===== src/rtl/xwin_pkg.sv =====
package xwin_pkg;
  // Decode outcome passed from control to datapath
  typedef struct packed {
    logic dramHit;
    logic expHit;
  } xwin_strobe_t;

  localparam int unsigned XWIN_CODE_W = 4;
endpackage


===== src/rtl/xwin_cfg_reg.sv =====
module xwin_cfg_reg (
  input  logic clk,
  input  logic rstN,
  input  logic wrEn,
  input  logic wrData,
  output logic expDisQ
);
  // Active-low expansion enable: reset value 0 allows expansion access
  always_ff @(posedge clk or negedge rstN) begin
    if (!rstN)     expDisQ <= 1'b0;
    else if (wrEn) expDisQ <= wrData;
  end
endmodule


===== src/rtl/xwin_ctrl.sv =====
module xwin_ctrl
  import xwin_pkg::*;
#(
  parameter int unsigned ADDR_W    = 32,
  parameter int unsigned CODE_W    = XWIN_CODE_W,
  parameter int unsigned SIZE_BASE = 12,
  parameter int unsigned EXP_BIT   = 24,
  parameter int unsigned MIN_CODE  = 13
) (
  input  logic              accValid,
  input  logic [ADDR_W-1:0] accAddr,
  input  logic [CODE_W-1:0] sizeCode,
  input  logic              expDis,
  output xwin_strobe_t      strobe
);
  localparam int unsigned LIM_W = ADDR_W + 1;

  logic [LIM_W-1:0] imageLimit;
  logic             shiftTooWide;
  logic             inImage;
  logic             sizeOk;
  logic             expWindow;

  always_comb begin
    shiftTooWide = (int'(sizeCode) + int'(SIZE_BASE)) > int'(ADDR_W);
    imageLimit   = LIM_W'(1) << (int'(sizeCode) + int'(SIZE_BASE));
    inImage      = shiftTooWide || ({1'b0, accAddr} < imageLimit);
  end

  assign sizeOk    = int'(sizeCode) >= int'(MIN_CODE);
  assign expWindow = !expDis && sizeOk && accAddr[EXP_BIT];

  always_comb begin
    strobe.expHit  = accValid && inImage && expWindow;
    strobe.dramHit = accValid && inImage && !expWindow;
  end
endmodule


===== src/rtl/xwin_dpath.sv =====
module xwin_dpath
  import xwin_pkg::*;
#(
  parameter int unsigned ADDR_W    = 32,
  parameter int unsigned EXP_BIT   = 24,
  parameter bit          ZERO_IDLE = 1'b1
) (
  input  logic [ADDR_W-1:0]  accAddr,
  input  xwin_strobe_t       strobe,
  output logic               dramSel,
  output logic               expSel,
  output logic [ADDR_W-1:0]  dramOffset,
  output logic [EXP_BIT-1:0] expOffset
);
  assign dramSel = strobe.dramHit;
  assign expSel  = strobe.expHit;

  generate
    if (ZERO_IDLE) begin : g_gated
      assign dramOffset = strobe.dramHit ? accAddr : '0;
      assign expOffset  = strobe.expHit ? accAddr[EXP_BIT-1:0] : '0;
    end else begin : g_pass
      assign dramOffset = accAddr;
      assign expOffset  = accAddr[EXP_BIT-1:0];
    end
  endgenerate
endmodule


===== src/rtl/xwin_decoder.sv =====
module xwin_decoder
  import xwin_pkg::*;
#(
  parameter int unsigned ADDR_W    = 32,
  parameter int unsigned SIZE_BASE = 12,
  parameter int unsigned EXP_BIT   = 24,
  parameter int unsigned MIN_CODE  = 13
) (
  input  logic                   clk,
  input  logic                   rstN,
  input  logic                   cfgWrEn,
  input  logic                   cfgExpDis,
  input  logic                   accValid,
  input  logic [ADDR_W-1:0]      accAddr,
  input  logic [XWIN_CODE_W-1:0] sizeCode,
  output logic                   dramSel,
  output logic                   expSel,
  output logic [ADDR_W-1:0]      dramOffset,
  output logic [EXP_BIT-1:0]     expOffset
);
  logic         expDisQ;
  xwin_strobe_t strobe;

  xwin_cfg_reg u_cfg (
    .clk     (clk),
    .rstN    (rstN),
    .wrEn    (cfgWrEn),
    .wrData  (cfgExpDis),
    .expDisQ (expDisQ)
  );

  xwin_ctrl #(
    .ADDR_W    (ADDR_W),
    .CODE_W    (XWIN_CODE_W),
    .SIZE_BASE (SIZE_BASE),
    .EXP_BIT   (EXP_BIT),
    .MIN_CODE  (MIN_CODE)
  ) u_ctrl (
    .accValid (accValid),
    .accAddr  (accAddr),
    .sizeCode (sizeCode),
    .expDis   (expDisQ),
    .strobe   (strobe)
  );

  xwin_dpath #(
    .ADDR_W    (ADDR_W),
    .EXP_BIT   (EXP_BIT),
    .ZERO_IDLE (1'b1)
  ) u_dpath (
    .accAddr    (accAddr),
    .strobe     (strobe),
    .dramSel    (dramSel),
    .expSel     (expSel),
    .dramOffset (dramOffset),
    .expOffset  (expOffset)
  );
endmodule


===== config.mk =====
export PLATFORM = sky130hd
export DESIGN_NAME = xwin_decoder
export DESIGN_NICKNAME = d
export VERILOG_FILES = /design/src/rtl/xwin_pkg.sv /design/src/rtl/xwin_cfg_reg.sv /design/src/rtl/xwin_ctrl.sv /design/src/rtl/xwin_dpath.sv /design/src/rtl/xwin_decoder.sv
export SDC_FILE = /design/constraint.sdc
export NUM_CORES = 1
export LEC_CHECK = 0
export ABC_AREA = 1
export BUFFER_PORTS_ARGS = -buffer_cell sky130_fd_sc_hd__buf_4
export CORE_MARGIN = 5
export CORE_UTILIZATION = 40
export DETAILED_ROUTE_END_ITERATION = 16
export PLACE_DENSITY = 0.81
export REMOVE_ABC_BUFFERS = 1
export SETUP_SLACK_MARGIN = 0.05
export SYNTH_ARGS = -nofsm -noshare
export SYNTH_HDL_FRONTEND = slang
export SYNTH_SLANG_ARGS = --single-unit

===== constraint.sdc =====
create_clock -name clk -period 2.82 [get_ports clk]
set_clock_uncertainty 0.05 [all_clocks]
set_input_delay 0.141 -clock clk [delete_from_list [all_inputs] [get_ports clk]]
set_output_delay 0.141 -clock clk [all_outputs]
set_load 0.01 [all_outputs]

=== Yosys cells after proc, flatten, opt, wreduce, memory -nomap -nowiden ===
Index checks and enable logic that the tools add are counted.
Widths: inputs -> output; s select.

* Add/subtract/negate cells: 1
* Magnitude comparators: 3
* Shift-type cells: 1
* Muxes and demuxes: 2
* Reduce and logical (&&, ||, !) cells: 8

{| class="wikitable"
|+ Operators by type and width
! operator !! number
|-
| $lt 32x33->1 || 1
|-
| $shl 1x32->33 const A || 1
|-
| $mux 32 || 1
|-
| $mux 24 || 1
|-
| $gt 5x6->1 const B || 1
|-
| $add 4x4->5 const B || 1
|-
| $logic_and 1x1->1 || 5
|-
| $ge 4x4->1 const B || 1
|-
| $logic_not 1->1 || 2
|-
| $logic_or 1x1->1 || 1
|}

* Bits in registers: 1
* Bits of input ports: 41
* Output and inout bits: 58
* Logic and storage cells: 16

=== Logic depth before layout (Yosys ltp) ===
* Depth after elaboration: 7
* Mapped depth: 20
* Gate-level depth less buffers: 16

=== Hierarchy ===
Synthesis repeated with hierarchy kept, for this count alone.

* Cells, all modules: 305
* Area total of the unflattened synthesis: 1606.5 um2

{| class="wikitable"
|+ Modules (own cells, without submodules)
! module !! instances !! cells an instance !! area each (um2) !! seq. area each (um2)
|-
| xwin_ctrl || 1 || 181 || 1074.8 || 0.0
|-
| xwin_dpath || 1 || 119 || 491.7 || 0.0
|-
| xwin_cfg_reg || 1 || 5 || 40.0 || 25.0
|}

=== Worst setup path after synthesis ===
No wires, ideal clock.

* Path kind: in2out
* Start: input sizeCode[2]
* End: output dramOffset[6]
* Arrival: 2.830 ns
* Data required time: 2.629 ns
* Slack: -0.201 ns
* Stages on the path: 17
* Path buffers: 4
* Path through: inv_1 -> clkbuf_1 -> ha_1 -> clkbuf_1 -> inv_1 -> clkbuf_1 -> nand4_1 -> ha_1 -> nand2_1 -> nor2_1 -> and2_1 -> nand3_1 -> nand3_1 -> nor2_4 -> nand3_4 -> buf_6 -> nor2_1

* Longest elaborated chain between the ends: 7
* Elaborated cells on any way between the ends: 12
* Those cells by class: 1 x add/sub; 3 x order compare; 1 x shift; 1 x mux; 6 x reduce/logical

{| class="wikitable"
|+ Ends and longest elaborated chain
! element !! RTL line !! RTL
|-
| from (decl) || xwin_decoder.sv:15 || <nowiki>input logic [XWIN_CODE_W-1:0] sizeCode,</nowiki>
|-
| $add 4x4->5 || xwin_ctrl.sv:25, xwin_ctrl.sv:26 ||
|-
| $shl 1x32->33 || xwin_ctrl.sv:26 || <nowiki>imageLimit = LIM_W'(1) << (int'(sizeCode) + int'(SIZE_BASE));</nowiki>
|-
| $lt 32x33->1 || xwin_ctrl.sv:27 || <nowiki>inImage = shiftTooWide || ({1'b0, accAddr} < imageLimit);</nowiki>
|-
| $logic_or 1x1->1 || xwin_ctrl.sv:27 ||
|-
| $logic_and 1x1->1 || xwin_ctrl.sv:35 || <nowiki>strobe.dramHit = accValid && inImage && !expWindow;</nowiki>
|-
| $logic_and 1x1->1 * || xwin_ctrl.sv:35 ||
|-
| $mux 32 * || xwin_dpath.sv:20 || <nowiki>assign dramOffset = strobe.dramHit ? accAddr : '0;</nowiki>
|-
| to (decl) || xwin_decoder.sv:18 || <nowiki>output logic [ADDR_W-1:0] dramOffset,</nowiki>
|}

Mark *: on every way between the ends. The rest lies on a longest branch, timed or not.

=== Final worst setup path ===
* Start: input sizeCode[2]
* End: output expOffset[1]

* Longest elaborated chain between the ends: 7
* Elaborated cells on any way between the ends: 11
* Those cells by class: 1 x add/sub; 3 x order compare; 1 x shift; 1 x mux; 5 x reduce/logical

{| class="wikitable"
|+ Ends and longest elaborated chain
! element !! RTL line !! RTL
|-
| $add 4x4->5 || xwin_ctrl.sv:25, xwin_ctrl.sv:26 ||
|-
| $shl 1x32->33 || xwin_ctrl.sv:26 ||
|-
| $lt 32x33->1 || xwin_ctrl.sv:27 ||
|-
| $logic_or 1x1->1 || xwin_ctrl.sv:27 ||
|-
| $logic_and 1x1->1 || xwin_ctrl.sv:34 || <nowiki>strobe.expHit = accValid && inImage && expWindow;</nowiki>
|-
| $logic_and 1x1->1 * || xwin_ctrl.sv:34 ||
|-
| $mux 24 * || xwin_dpath.sv:21 || <nowiki>assign expOffset = strobe.expHit ? accAddr[EXP_BIT-1:0] : '0;</nowiki>
|-
| to (decl) || xwin_decoder.sv:19 || <nowiki>output logic [EXP_BIT-1:0] expOffset</nowiki>
|}

Marked as above.

==> out/results.ini <==
[die]
start_util_pct=42.38
die_area_um2=5326
die_y_um=72.98
rows=22
core-area_um2=3744
die_w_um=72.98
io_pins=99

[layout]
n_antenna_cell=0
fin_nets=468
syn2layout_area_growth_pct=78.00
reg.largest.list=u_cfg.expDisQ: 1 flops
drive_gt1_share_pct=40.82
largest-register=u_cfg.expDisQ
nFillCells=309
design_area_um2=2824
largest_reg_flops=1
fin_util_pct=75.43

[sta]
fin_crit_sh_pct=103.7
hold_violations=0
max-slew-margin-rel_pct=33.55
setup_ws_ps=-103.6
finalMaxSlewViolations=0
max_freq_mhz=342.0
holdWs_ps=331.0
period_needed_ps=2924
rsz0062_at_grt=yes
setup_viol=19
tightest_slew_ps=988.5

[min_path]
hold_path.class=in2reg
min_to=u_cfg.expDisQ$_DFFE_PN0P_
holdCritStartpoint=cfgExpDis
hold_depth=2

[placed_design]
gp_congestion=0.9185
postPlaceCellArea_um2=2390
dp_hpwl_um=4115
pre_cts_slack_ps=-5.643
port_buffers=98

[logic_synthesis]
synth_top_cell_by_area=ha_1
avgSynthCellArea_um2=5.646
ys_warn_count=0
async_reset_ff_share_pct=100.0
synth_area_leaders=ha_1 (26%), nor2_1 (15%), inv_1 (14%)
synth_edf_count=0
synth_top_flop_cell=dfrtp_1
ys_types=23
synth_top_area_share_pct=26.03
yosysMostFrequentCell=nor2_1
yosysSeqAreaShare_pct=1.577
netlist_area_um2=1587
synth_common_cells=nor2_1 (64), inv_1 (58), nand2_1 (45)
synth_seq_cells=1
netlist_instances=281

[grt]
grt_pass1_wl_um=8217
busiest_layer=met2
use_met1_pct=22.18
gr-total-overflow=0
antenna_found_initial=0
gr-usage-all-layers_pct=18.16
grt.met3_usage_pct=2.204
grt_max_degree=26
grt_pass1_vias=1933
gr-usage-met2_pct=34.26

[run]
cap_violations=0

[critical_path]
cp.required_ps=2630
cp_max_fo=7
arrival_ps=2730
r2r_start=u_cfg.expDisQ$_DFFE_PN0P_
slowest_stage=ha_1
start_kind=input port
cp_slowest_stage_delay_ps=330
end_kind=output pin
worstSetupStartpoint=sizeCode[2]
cp_top_family=simple AND/OR/NAND/NOR gates
r2r_cells=1
crit_type=in2out
cp_cell_sequence=buf_8, inv_4, ha_4, inv_4, buf_6, nand4_1, ha_1, a21oi_1, nor2_1, nor2_1, nand2_1, nand2_1, inv_2, nor2_4, buf_12, nand3_2, nor2_1, buf_4
reg2reg_setup_slack_ps=2010
crit_top_cell=nor2_1
worstReg2RegEnd=u_cfg.expDisQ$_DFFE_PN0P_
timing.critical_path.buf_inv=7

[status]
violations=negative setup slack
status=finished, violations left

[detailed_routing]
drcViolationCount=0
wl_per_cell_um=15.74
dr.pass1.iters=4
ant_nets=0
vias=2331
routed_wl_um=6924
via_per_inst=5.298
drt-initial-drc-count=199

[clock_tree]
clock_latency_ps=0
clk_pin_slew_ps=0

[power_and_ir_drop]
ir_drop_mv=0.09280
pwr_density_cell_nw_per_um2=138.4
power.leakage_uw=0.001523

[stage by stage]
step / TNS [ps] / total power, µW / cells
3_5_place_dp: -5.643 / 296.3 / 427
3_3_place_gp: 0 / 288.3 / 427
4_1_cts: 0 / 302.4 / 429
2_1_floorplan: -311.6 / 160.4 / 268
5_1_grt: -10260 / 423.0 / 440
6_report: -583.3 / 390.8 / 440
[repair_timing]
action / CTS / global route
resized for setup: 1 / 65
hold buffers: 1 / 0
buffers inserted: 0 / 6
gates cloned: 1 / 5
pin swaps: 0 / 21
hold endpoints to repair: 1 / 0
setup endpoints to repair: 32 / 58
[cell usage in the layout, fill, tap and decap left out, drive strengths merged, types with 2 or more instances in the layout]
cell	instances
nand4	25
nand2	46
and2	2
nor3	3
nand3	19
a21oi	8
buf	117
ha	33
nor2	73
inv	58
[layout make-up]
cell class	instances	area [µm²]	share of cell area (%)
timing repair buffer	119	1018	36.07
multi-input combinational	213	1490	52.77
inverter	59	230.2	8.152
sequential	1	25.02	0.8861
tap	48	60.06	2.127
[routing by layer]
| layer | up-vias | wire length, µm |
|---|---|---|
| li1 | 1127 | - |
| met1 | 1039 | 2519 |
| met2 | 132 | 3517 |
| met3 | 33 | 603 |
| met4 | 0 | 284 |
| met5 | - | 0 |
[cell families (layout without fill, tap and decap cells)]
| group | after synthesis | in the layout | share of synthesized area [%] |
|---|---|---|---|
| adder cells (fa/ha/maj) | 33 | 33 | 26.03 |
| AND/OR/NAND/NOR | 164 | 169 | 48.74 |
| flip-flops | 1 | 1 | 1.577 |
| AO/OA/AOI/OAI | 10 | 10 | 3.312 |
| buffers and inverters | 72 | 178 | 19.64 |
| multiplexers | 1 | 1 | 0.7097 |
[worst max path at each step]
stage,end,cells past startpoint
after floorplan,dramOffset[0],13
after global placement,dramOffset[24],16
after detailed placement,dramOffset[12],16
after CTS,expOffset[6],16
after global routing,dramSel,18
final,expOffset[1],18
[power breakdown]
group	switching [µW]	leakage, µW	internal [µW]
registers	1.11	0.0000117	16.1
clock network	0	0	0
logic	200	0.00151	173
total	201	0.00152	190
No activity file was read; power rests on OpenSTA's default activity.
